--- config.mk ---
export PLATFORM = sky130hd
export DESIGN_NAME = shadow_seg_router
export DESIGN_NICKNAME = d
export VERILOG_FILES = /design/src/rtl/shadow_rt_pkg.sv /design/src/rtl/shadow_ctrl_regs.sv /design/src/rtl/shadow_seg_decode.sv /design/src/rtl/shadow_route_sel.sv /design/src/rtl/shadow_seg_router.sv
export SDC_FILE = /design/constraint.sdc
export NUM_CORES = 1
export LEC_CHECK = 0
export CORE_AREA = 2 2 45 47
export CTS_CLUSTER_DIAMETER = 80
export DETAILED_ROUTE_END_ITERATION = 7
export DIE_AREA = 0 0 47 49
export GPL_TIMING_DRIVEN = 0
export HOLD_SLACK_MARGIN = 0.15
export MAX_ROUTING_LAYER = met4
export PLACE_DENSITY_LB_ADDON = 0.25
export SLEW_MARGIN = 0
export SYNTH_ARGS = -nofsm -noshare
export SYNTH_HDL_FRONTEND = slang
export SYNTH_HIERARCHICAL = 1
export SYNTH_SLANG_ARGS = --single-unit
--- constraint.sdc ---
create_clock -name clk -period 1.75 [get_ports clk]
set_clock_uncertainty 0.15 [all_clocks]
set_input_delay 0.35 -clock clk [delete_from_list [all_inputs] [get_ports clk]]
set_output_delay 0.35 -clock clk [all_outputs]
set_load 0.01 [all_outputs]
--- src/rtl/shadow_rt_pkg.sv ---
package shadow_rt_pkg;

  typedef enum logic [1:0] {
    ROUTE_NONE = 2'b00,
    ROUTE_EXT  = 2'b01,
    ROUTE_INT  = 2'b10
  } route_e;

  function automatic route_e pick_route(input logic claimed, input logic go_int);
    if (!claimed)    return ROUTE_NONE;
    else if (go_int) return ROUTE_INT;
    else             return ROUTE_EXT;
  endfunction

endpackage

--- src/rtl/shadow_ctrl_regs.sv ---
module shadow_ctrl_regs #(
  parameter int unsigned SEG_N = 8
) (
  input  logic             clk,
  input  logic             rst_n,
  input  logic             load,
  input  logic [SEG_N-1:0] seg_en_d,
  input  logic             rd_int_d,
  input  logic             wr_int_d,
  output logic [SEG_N-1:0] seg_en_q,
  output logic             rd_int_q,
  output logic             wr_int_q
);

  logic [SEG_N-1:0] seg_en_nx;
  logic             rd_int_nx;
  logic             wr_int_nx;

  always_comb begin
    seg_en_nx = seg_en_q;
    rd_int_nx = rd_int_q;
    wr_int_nx = wr_int_q;
    if (load) begin
      seg_en_nx = seg_en_d;
      rd_int_nx = rd_int_d;
      wr_int_nx = wr_int_d;
    end
  end

  always_ff @(posedge clk or negedge rst_n) begin
    if (!rst_n) begin
      seg_en_q <= '0;
      rd_int_q <= 1'b0;
      wr_int_q <= 1'b0;
    end else begin
      seg_en_q <= seg_en_nx;
      rd_int_q <= rd_int_nx;
      wr_int_q <= wr_int_nx;
    end
  end

  // no load, no change
  a_r2_hold_without_load: assert property (@(posedge clk) disable iff (!rst_n)
    !load |=> ($stable(seg_en_q) && $stable(rd_int_q) && $stable(wr_int_q)));

  // a load captures the inputs
  a_r2_capture_on_load: assert property (@(posedge clk) disable iff (!rst_n)
    load |=> (seg_en_q == $past(seg_en_d) && rd_int_q == $past(rd_int_d)
              && wr_int_q == $past(wr_int_d)));

endmodule

--- src/rtl/shadow_seg_decode.sv ---
module shadow_seg_decode #(
  parameter int unsigned ADDR_W   = 20,
  parameter int unsigned SEG_N    = 8,
  parameter int unsigned SEG_LOG2 = 15,
  parameter logic [ADDR_W-1:0] BASE = 20'hC0000
) (
  input  logic              clk,
  input  logic              rst_n,
  input  logic [ADDR_W-1:0] addr,
  output logic              claimed,
  output logic [SEG_N-1:0]  seg_hit
);

  localparam int unsigned IDX_W = (SEG_N > 1) ? $clog2(SEG_N) : 1;
  localparam logic [ADDR_W:0] SPAN   = (ADDR_W+1)'(SEG_N) << SEG_LOG2;
  localparam logic [ADDR_W:0] LIMIT  = {1'b0, BASE} + SPAN;

  logic [ADDR_W-1:0] offset;
  logic [IDX_W-1:0]  seg_idx;

  always_comb begin
    claimed = ({1'b0, addr} >= {1'b0, BASE}) && ({1'b0, addr} < LIMIT);
    offset  = addr - BASE;
    seg_idx = offset[SEG_LOG2 +: IDX_W];
  end

  for (genvar g = 0; g < SEG_N; g++) begin : g_hit
    assign seg_hit[g] = claimed && (seg_idx == IDX_W'(g));
  end

  // a claimed address lands in exactly one segment
  a_r3_single_segment: assert property (@(posedge clk) disable iff (!rst_n)
    claimed |-> $countones(seg_hit) == 1);

  // nothing outside the window hits a segment
  a_r7_no_hit_outside: assert property (@(posedge clk) disable iff (!rst_n)
    !claimed |-> seg_hit == '0);

endmodule

--- src/rtl/shadow_route_sel.sv ---
module shadow_route_sel
  import shadow_rt_pkg::*;
#(
  parameter int unsigned SEG_N = 8
) (
  input  logic             clk,
  input  logic             rst_n,
  input  logic [SEG_N-1:0] seg_hit,
  input  logic [SEG_N-1:0] seg_en,
  input  logic             rd_int,
  input  logic             wr_int,
  input  logic             is_write,
  output route_e           route
);

  logic             policy;
  logic [SEG_N-1:0] seg_int;

  assign policy = is_write ? wr_int : rd_int;

  for (genvar g = 0; g < SEG_N; g++) begin : g_seg
    assign seg_int[g] = seg_hit[g] & seg_en[g] & policy;
  end

  always_comb route = pick_route(|seg_hit, |seg_int);

  // a disabled segment always goes to the bus
  a_r6_disabled_external: assert property (@(posedge clk) disable iff (!rst_n)
    (|(seg_hit & ~seg_en)) |-> route == ROUTE_EXT);

  // a claimed access never goes unrouted
  a_r8_claimed_routed: assert property (@(posedge clk) disable iff (!rst_n)
    (|seg_hit) |-> route != ROUTE_NONE);

  // reads go internal only under the read policy
  a_r4_read_policy: assert property (@(posedge clk) disable iff (!rst_n)
    (!is_write && route == ROUTE_INT) |-> rd_int);

  // writes go internal only under the write policy
  a_r5_write_policy: assert property (@(posedge clk) disable iff (!rst_n)
    (is_write && route == ROUTE_INT) |-> wr_int);

endmodule

--- src/rtl/shadow_seg_router.sv ---
module shadow_seg_router
  import shadow_rt_pkg::*;
#(
  parameter int unsigned ADDR_W   = 20,
  parameter int unsigned SEG_N    = 8,
  parameter int unsigned SEG_LOG2 = 15,
  parameter int unsigned BIOS_SEG = 6,
  parameter logic [ADDR_W-1:0] BASE = 20'hC0000
) (
  input  logic              clk,
  input  logic              rst_n,
  input  logic              cfg_load,
  input  logic [SEG_N-1:0]  cfg_seg_en,
  input  logic              cfg_rd_int,
  input  logic              cfg_wr_int,
  input  logic [ADDR_W-1:0] acc_addr,
  input  logic              acc_write,
  output logic              route_int,
  output logic              route_ext,
  output logic              bios_rd_shadow,
  output logic              bios_wr_shadow
);

  logic [SEG_N-1:0] seg_en_q;
  logic             rd_int_q;
  logic             wr_int_q;
  logic             claimed;
  logic [SEG_N-1:0] seg_hit;
  route_e           route;

  shadow_ctrl_regs #(.SEG_N(SEG_N)) i_regs (
    .clk      (clk),
    .rst_n    (rst_n),
    .load     (cfg_load),
    .seg_en_d (cfg_seg_en),
    .rd_int_d (cfg_rd_int),
    .wr_int_d (cfg_wr_int),
    .seg_en_q (seg_en_q),
    .rd_int_q (rd_int_q),
    .wr_int_q (wr_int_q)
  );

  shadow_seg_decode #(
    .ADDR_W(ADDR_W), .SEG_N(SEG_N), .SEG_LOG2(SEG_LOG2), .BASE(BASE)
  ) i_dec (
    .clk     (clk),
    .rst_n   (rst_n),
    .addr    (acc_addr),
    .claimed (claimed),
    .seg_hit (seg_hit)
  );

  shadow_route_sel #(.SEG_N(SEG_N)) i_sel (
    .clk      (clk),
    .rst_n    (rst_n),
    .seg_hit  (seg_hit),
    .seg_en   (seg_en_q),
    .rd_int   (rd_int_q),
    .wr_int   (wr_int_q),
    .is_write (acc_write),
    .route    (route)
  );

  always_comb begin
    route_int      = (route == ROUTE_INT);
    route_ext      = (route == ROUTE_EXT);
    bios_rd_shadow = seg_en_q[BIOS_SEG] & rd_int_q;
    bios_wr_shadow = seg_en_q[BIOS_SEG] & wr_int_q;
  end

  // the two routing outputs are exclusive
  a_r8_exclusive: assert property (@(posedge clk) disable iff (!rst_n)
    !(route_int && route_ext));

  // unclaimed addresses drive nothing
  a_r7_quiet_outside: assert property (@(posedge clk) disable iff (!rst_n)
    !claimed |-> (!route_int && !route_ext));

  // read flag agrees with routing of BIOS-segment reads
  a_r9_bios_read: assert property (@(posedge clk) disable iff (!rst_n)
    (seg_hit[BIOS_SEG] && !acc_write) |-> (route_int == bios_rd_shadow));

  // write flag agrees with routing of BIOS-segment writes
  a_r10_bios_write: assert property (@(posedge clk) disable iff (!rst_n)
    (seg_hit[BIOS_SEG] && acc_write) |-> (route_int == bios_wr_shadow));

endmodule

==> results.ini <==
[power]
cellPowerDensity_nw_per_um2=594
vdd_drop_max_v=0.000341
leakage_nw=0.437

[final_layout]
antenna_cells=0
multiInputGateArea_um2=453
fill_cells=162
area_growth_pct=60.2
nets=111
regArea_um2=250
finalInstanceArea_um2=986
final_cells=102
drive_gt1_frac=0.600

[synth]
avgSynthCellArea_um2=12.8
netlist_instances=48
synth_warnings=6
syn-num-nets=82
syn_area_um2=616

[sta]
slew-limit-headroom=0.712
hold_viol=0
fin_crit_sh=1.15
layout_min_cycle_time_ns=2.01
setup_ws_ns=-0.259
max_slew.worst_pin.slew_ns=0.431
rsz0062_at_grt=yes
max_freq_ghz=0.498
slew_violations=0
tns_ns=-0.454
report.final.setup_viol=2

[clocking]
cts-buffers-inserted=3
path_clk_slew_ns=0.06
cts_max_path_buffers=2
cts_sinks=10
clock_tree.root_cell=clkbuf_4
cts_tree=built
htreeDepth=1
insertion_delay_ns=0.25

[global_routing]
grt_usage=0.115
antenna_found_initial=0
grt_max_degree=11
grt_pass1_vias=441
grt-ovfl-total=0
grt_pass1_wl_mm=1.86

[floorplanning]
rows=16
ios=38
die_w_um=47
start_util=0.334
core_area_um2=1840
die_h_um=49
dieArea_um2=2300

[place]
hpwl_um=906
placed_area_um2=860
dp_cells=96
port_buffers=21
globalplace.congestion=0.718

[routing]
drtIter0Drc=8
drcViolationCount=0
viasPerCell=4.59
vias=468
wl_mm=1.19
final_antenna_net_count=0
post_drt_wl_per_cell_um=11.6
drt_first_pass_iters=4

[setup_path]
cpMostUsedCell=buf_6
cp-end-kind=output port
cp.arrival_ns=1.51
crit_path_top_delay_cell=nand3b_4
critPathLaunchType=input port
required_ns=1.25
worstSetupPathType=input port to output port
cpPeakStageDelay_ns=0.21
crit_fanout=4
cp_cell_sequence=buf_6 -> nand3b_4 -> nor3_4 -> a22oi_2 -> nand4_1 -> and2_1 -> and2b_2 -> buf_6

[min_path]
hp-class=input port to async pin

[outcome]
outcome=finished, violations left
violations=setup timing

[job]
maxCapViolCount=0

what timing repair did:
item                                    CTS  global route
hold buffers                              0             0
buffers inserted                          2             1
endpoints found under the setup margin    4             2
endpoints found under the hold margin     0             0
resized for setup                        52             6
pin swaps                                 8             6
cell type report:
cell class / count / area share
Tap cell: 27 / 0.0343
Buffer: 1 / 0.0114
Sequential cell: 10 / 0.254
Timing Repair Buffer: 24 / 0.218
Multi-Input combinational cell: 37 / 0.459
Clock buffer: 3 / 0.0228
cells in the final DEF (no fill, tap or decap):
cell type	count
a22oi_1	1
nand4_1	1
nor4_2	1
buf_2	3
nand3_4	1
nand2_2	1
dfrtp_1	10
nor2_2	3
and2_1	3
and2b_2	1
nand2b_4	2
a22oi_2	4
clkbuf_4	3
buf_4	4
nor4_4	1
dlygate4sd2_1	3
nor2_4	3
nor2b_1	1
nand3b_4	1
buf_6	4
nor3_4	2
clkdlybuf4s50_1	11
mux2_4	11
power breakdown:
group | switching [mW] | total (mW) | internal [mW] | leakage, nW
logic | 0.0597 | 0.166 | 0.106 | 0.306
clock network | 0.0679 | 0.147 | 0.0789 | 0.0138
registers | 0.0188 | 0.273 | 0.255 | 0.117
total | 0.146 | 0.586 | 0.440 | 0.437
through the flow:
stage | power [mW] | util | hold slack (ns) | setup slack [ns]
6_report | 0.586 | 0.535 | 0.250 | -0.259
5_1_grt | 0.618 | 0.535 | 0.278 | -0.320
4_1_cts | 0.587 | 0.514 | 0.272 | -0.289
3_5_place_dp | 0.426 | 0.467 | 0.348 | -1.13
3_3_place_gp | 0.423 | 0.467 | 0.357 | -1.13
2_1_floorplan | 0.349 | - | -0.0956 | 0.0636
worst max-delay path: cells and delay by family:
kind	cells	cell delay, ns
and+or+nand+nor	5	0.84
buffers and inverters	2	0.21
AOI/OAI and AO/OA	1	0.09
final timing paths:
kind / start / to / slack [ns] / depth (start not counted)
max in group asynchronous: rst_n / i_regs/seg_en_q[7]$_DFFE_PN0P_ / 0.90 / 1
hold / removal: rst_n / i_regs/seg_en_q[0]$_DFFE_PN0P_ / 0.25 / 1
min in group clk: cfg_load / i_regs/rd_int_q$_DFFE_PN0P_ / 0.29 / 2
setup / recovery: acc_addr[17] / route_ext / -0.26 / 8
hold reg to reg: i_regs/seg_en_q[4]$_DFFE_PN0P_ / i_regs/seg_en_q[4]$_DFFE_PN0P_ / 0.37 / 1
setup reg to reg: i_regs/seg_en_q[6]$_DFFE_PN0P_ / i_regs/seg_en_q[6]$_DFFE_PN0P_ / 0.67 / 2
sequential cells by signal, summed over array words and instances, names as in the netlist:
signal           flops
i_regs/seg_en_q      8
i_regs/wr_int_q      1
i_regs/rd_int_q      1
routing by layer:
metal / wire [µm] / up-vias / GRT usage
met1: 539 / 213 / 0.155
met3: 80 / 4 / 0.0259
met2: 550 / 17 / 0.160
li1: - / 234 / -
met4: 17 / 0 / 0.0556
met5: 0 / - / -
(Power assumes the default switching activity.)
